**src/rtl/zmute_pkg.sv**
```systemverilog
package zmute_pkg;
  localparam int unsigned DEF_DATA_W     = 16;
  localparam int unsigned DEF_ZERO_LIMIT = 512;

  // automatic flag: registered value and its next-state value
  typedef struct packed {
    logic flag_q;
    logic flag_d;
  } auto_flag_t;
endpackage

```
**src/rtl/zmute_run_counter.sv**
```systemverilog
module zmute_run_counter
  import zmute_pkg::*;
#(
  parameter int unsigned DATA_W     = DEF_DATA_W,
  parameter int unsigned ZERO_LIMIT = DEF_ZERO_LIMIT
) (
  input  logic              clk_i,
  input  logic              rst_ni,
  input  logic              frame_i,
  input  logic [DATA_W-1:0] sample_i,
  input  logic              auto_en_i,
  output auto_flag_t        flag_o
);
  localparam int unsigned CNT_W = $clog2(ZERO_LIMIT + 1);
  localparam logic [CNT_W-1:0] LIM = CNT_W'(ZERO_LIMIT);

  logic [CNT_W-1:0] cnt_q, cnt_d;
  logic             flag_q, flag_d;
  logic             is_zero;

  assign is_zero = ~|sample_i;

  always_comb begin
    cnt_d  = cnt_q;
    flag_d = flag_q;
    if (!auto_en_i) begin
      cnt_d  = '0;
      flag_d = 1'b0;
    end else if (frame_i) begin
      if (is_zero) begin
        if (cnt_q != LIM) cnt_d = cnt_q + 1'b1;
        if (cnt_d == LIM) flag_d = 1'b1;
      end else begin
        cnt_d  = '0;
        flag_d = 1'b0;
      end
    end
  end

  always_ff @(posedge clk_i or negedge rst_ni) begin
    if (!rst_ni) begin
      cnt_q  <= '0;
      flag_q <= 1'b0;
    end else begin
      cnt_q  <= cnt_d;
      flag_q <= flag_d;
    end
  end

  assign flag_o.flag_q = flag_q;
  assign flag_o.flag_d = flag_d;

  p_set_at_limit_r2: assert property (@(posedge clk_i) disable iff (!rst_ni)
    (auto_en_i && frame_i && is_zero && cnt_q == LIM - 1'b1) |=> flag_q);
  p_nonzero_clears_r3: assert property (@(posedge clk_i) disable iff (!rst_ni)
    (auto_en_i && frame_i && !is_zero) |=> (!flag_q && cnt_q == '0));
  p_idle_holds_r4: assert property (@(posedge clk_i) disable iff (!rst_ni)
    (auto_en_i && !frame_i) |=> ($stable(cnt_q) && $stable(flag_q)));
  p_no_overflow_r5: assert property (@(posedge clk_i) disable iff (!rst_ni)
    cnt_q <= LIM);
  p_disable_drops_r6: assert property (@(posedge clk_i) disable iff (!rst_ni)
    !auto_en_i |=> (!flag_q && cnt_q == '0));
endmodule

```
**src/rtl/zmute_out_reg.sv**
```systemverilog
module zmute_out_reg
  import zmute_pkg::*;
(
  input  logic       clk_i,
  input  logic       rst_ni,
  input  logic       frame_i,
  input  logic       man_mute_i,
  input  auto_flag_t flag_i,
  output logic       mute_o
);
  logic mute_q;

  always_ff @(posedge clk_i or negedge rst_ni) begin
    if (!rst_ni)      mute_q <= 1'b0;
    else if (frame_i) mute_q <= man_mute_i | flag_i.flag_d;
  end

  assign mute_o = mute_q;

  p_strobe_only_r7: assert property (@(posedge clk_i) disable iff (!rst_ni)
    !frame_i |=> $stable(mute_q));
  p_manual_wins_r9: assert property (@(posedge clk_i) disable iff (!rst_ni)
    (frame_i && man_mute_i) |=> mute_q);
endmodule

```
**src/rtl/zero_automute.sv**
```systemverilog
module zero_automute
  import zmute_pkg::*;
#(
  parameter int unsigned DATA_W     = DEF_DATA_W,
  parameter int unsigned ZERO_LIMIT = DEF_ZERO_LIMIT
) (
  input  logic              clk_i,
  input  logic              rst_ni,
  input  logic              frame_i,
  input  logic [DATA_W-1:0] sample_i,
  input  logic              man_mute_i,
  input  logic              auto_en_i,
  output logic              mute_o,
  output logic              auto_mute_o
);
  auto_flag_t flag;

  zmute_run_counter #(
    .DATA_W    (DATA_W),
    .ZERO_LIMIT(ZERO_LIMIT)
  ) u_cnt (
    .clk_i    (clk_i),
    .rst_ni   (rst_ni),
    .frame_i  (frame_i),
    .sample_i (sample_i),
    .auto_en_i(auto_en_i),
    .flag_o   (flag)
  );

  zmute_out_reg u_out (
    .clk_i     (clk_i),
    .rst_ni    (rst_ni),
    .frame_i   (frame_i),
    .man_mute_i(man_mute_i),
    .flag_i    (flag),
    .mute_o    (mute_o)
  );

  assign auto_mute_o = flag.flag_q;

  p_reset_quiet_r1: assert property (@(posedge clk_i)
    !rst_ni |-> (!mute_o && !auto_mute_o));
endmodule

```
**config.mk**
```make
export PLATFORM = sky130hd
export DESIGN_NAME = zero_automute
export DESIGN_NICKNAME = d
export VERILOG_FILES = /design/src/rtl/zmute_pkg.sv /design/src/rtl/zmute_run_counter.sv /design/src/rtl/zmute_out_reg.sv /design/src/rtl/zero_automute.sv
export SDC_FILE = /design/constraint.sdc
export NUM_CORES = 1
export LEC_CHECK = 0
export CAP_MARGIN = 10
export CORE_MARGIN = 4
export CORE_UTILIZATION = 48
export CTS_BUF_LIST = sky130_fd_sc_hd__clkbuf_16
export CTS_CLUSTER_SIZE = 25
export DETAILED_ROUTE_END_ITERATION = 8
export MAX_ROUTING_LAYER = met4
export PLACE_DENSITY_LB_ADDON = 0.2
export SLEW_MARGIN = 30
export SYNTH_ARGS = -nofsm -noshare
export SYNTH_HDL_FRONTEND = slang
export SYNTH_SLANG_ARGS = --single-unit
export TNS_END_PERCENT = 30
```
**constraint.sdc**
```tcl
create_clock -name clk_i -period 2.63 [get_ports clk_i]
set_input_delay 0.526 -clock clk_i [delete_from_list [all_inputs] [get_ports clk_i]]
set_output_delay 0.526 -clock clk_i [all_outputs]
set_load 0.02 [all_outputs]
```
==> reports/metrics.csv <==
metric,value,unit
status,"finished, final reports clean",
ys_ff_latch,12,
drt-initial-drc-count,33,
switching_share,18.3,%
fmax,0.435,GHz
drc,0,
wl,2430,um
pwr-share-seq,36.7,%
syn_nets,131,
grt_max_degree,13,
power.internal,0.000418,W
rows,15,
gp_congestion,0.876,
r2r_end,u_cnt.flag_q,
hold_path_depth,2,
ys.flop_type,dfrtp_1,
p_per_area,417,nW/um^2
start_util,52.4,%
synthArstFlopShare,100,%
min_from,u_cnt.flag_q,
insertion_delay,0.24,ns
io_pins,23,
seq_area_frac_synth,31.8,%
antenna_found_initial,0,
worst_pin_slew,0.577,ns
hold_viol,0,
crit_fanout,6,
vdd_drop_max,300,uV
hold_end,u_cnt.flag_q,
nFillCells,146,
io_buffers,22,
antennaDiodeCount,0,
cp.arrival,2.46,ns
critPathCaptureType,register,
grt_first_pass_wirelength,4150,um
grt_usage,21.2,%
ys_warn_count,0,
crit_type,input pin to register,
via_count,941,
overflow,0,
drive_gt1_share,10.1,%
required,2.80,ns
cts_hold_buf,0,
tritoncts,yes,
finalCritPeriodShare,87.3,%
r2r_start,u_cnt.cnt_q[0],
htreeDepth,1,
p_leak,0.461,nW
synth_edf_count,0,
fp.coreArea,1800,sq um
setup_viol,0,
place_hpwl,1780,um
finalPower,0.000512,W
post_cts_buffers,0,
drv_cap,0,
final-max-slew-violation-count,0,
cts_resized,0,
rr_worst_depth,7,
cts_made_buffers,3,
netlist_area,943,sq um
cts_root_buf,clkbuf_16,
p_sw,0.0000936,W
syn_area_per_cell,8.74,sq um
period_minus_slack,2.30,ns
clkPwrFrac,53.1,%
ctsLongestPathBuffers,2,
synth_cells,108,
syn_to_final_growth,30.1,%
rsz0062_at_grt,false,
first_pass_iters,7,
clock-sinks,12,
vias_per_cell,6.11,
chipHeight,52.3,um
clk_pin_slew,0.04,ns
hold_path.class,register to register,
fin_setup_tns,0,ns
nNetsFinal,154,
drtAntennaViolNets,0,
dieWidth,52.3,um
fin_worst_skew,0.00209,ns
post_drt_wl_per_cell,15.8,um
synth_cell_types,39,
start_kind,input pin,
relSlewSlack,61.4,%
regToRegSetupSlack,0.38,ns
grt_pass1_vias,902,
die_area,2740,sq um
p_comb_share,10.2,%
final_core_util,68.1,%
metrics by stage:
stage	cell area [sq um]	cells	hold slack [ns]	setup slack [ns]
5_1_grt	1230	154	0.602	0.227
3_5_place_dp	1150	151	0.556	0.101
3_3_place_gp	1150	151	0.536	0.159
2_1_floorplan	943	108	0.230	0.499
4_1_cts	1230	154	0.566	0.331
6_report	1230	154	0.562	0.334
power by group through the flow:
stage / Combinational, W / Clock [W] / Sequential [W]
detailed placement: 0.0000526 / 0 / 0.000190
finish: 0.0000524 / 0.000272 / 0.000188
global placement: 0.0000512 / 0 / 0.000190
CTS: 0.0000527 / 0.000275 / 0.000188
floorplan: 0.0000109 / 0 / 0.000192
global route: 0.0000571 / 0.000283 / 0.000188
state kept, by name, summed over array words and instances, names as in the netlist:
| register | count |
|---|---|
| u_cnt.cnt_q | 10 |
| u_cnt.flag_q | 1 |
| u_out.mute_o | 1 |
worst max-delay path: stages:
cell and delay (ns):
clkdlybuf4s50_1 0.40, or3_1 0.39, or4_1 0.60, buf_4 0.20, o211ai_1 0.19, nor2b_1 0.15
routing by layer:
| layer | part of all wire [%] | track usage [%] |
|---|---|---|
| met1 | 41 | 24.6 |
| met2 | 49 | 36.6 |
| met3 | 8.6 | 4.56 |
| met5 | 0 | - |
| met4 | 1.3 | 5.96 |
how the worst max path moves through the flow:
stage | startpoint | to | slack (ns)
after global routing | sample_i[12] | u_cnt.cnt_q[1] | 0.23
after CTS | sample_i[12] | u_cnt.cnt_q[6] | 0.33
after detailed placement | sample_i[12] | u_cnt.cnt_q[1] | 0.10
final | sample_i[12] | u_cnt.cnt_q[6] | 0.33
after floorplan | sample_i[12] | u_cnt.cnt_q[4] | 0.50
after global placement | sample_i[12] | u_cnt.cnt_q[4] | 0.16
kinds of logic after synthesis:
family	Yosys count	synth area share, %
buffers and inverters	14	9.68
AND/OR/NAND/NOR	47	29.3
flip-flops	12	31.8
XOR/XNOR	6	6.37
AO/OA/AOI/OAI	25	18.0
multiplexers	2	2.12
adder cells (fa/ha/maj)	2	2.65
cell usage in the layout, fill, tap and decap left out, drive strengths merged:
cell,count
clkdlybuf4s50,22
nand2,8
clkbuf,3
a211o,1
or3,6
nand4,4
buf,3
o2bb2ai,1
nand3,5
o21a,3
or4b,2
o32ai,1
nor4b,2
nor4,4
and2,1
a22o,1
xnor2,6
a21o,1
o221a,1
nor2b,2
inv,7
nor3,4
nor2,5
a22oi,1
ha,2
mux2i,2
o211ai,1
dfrtp,12
or4,1
a21oi,3
a211oi,1
a31oi,2
and3,2
a2111oi,1
or2b,1
o21ai,7
cells in the mapped netlist, types with 2 or more instances:
master    count  area [sq um]
nor4b_1       2          17.5
o21a_1        3          22.5
nor2b_1       2          12.5
dfrtp_1      12           300
nand3_1       5          25.0
nand2_1       8          30.0
inv_1         7          26.3
clkbuf_8      2          27.5
nor4_1        4          25.0
buf_6         2          22.5
and3_1        2          12.5
or3_1         5          31.3
nor3_1        4          20.0
or4b_4        2          27.5
nor2_1        5          18.8
nand4_1       4          25.0
a31oi_1       2          12.5
xnor2_1       5          43.8
clkbuf_1      2          7.51
a21oi_1       3          15.0
ha_1          2          25.0
o21ai_0       7          35.0
mux2i_1       2          20.0
layout make-up:
cell class              count  area (sq um)  share of cell area, %
multi-input cells          82           552                   45.0
flip-flops and latches     12           300                   24.5
repair buffers             25           243                   19.8
clock buffers               3          75.1                   6.12
well taps                  25          31.3                   2.55
inverters                   7          26.3                   2.14
No activity file was read; power rests on OpenSTA's default activity.
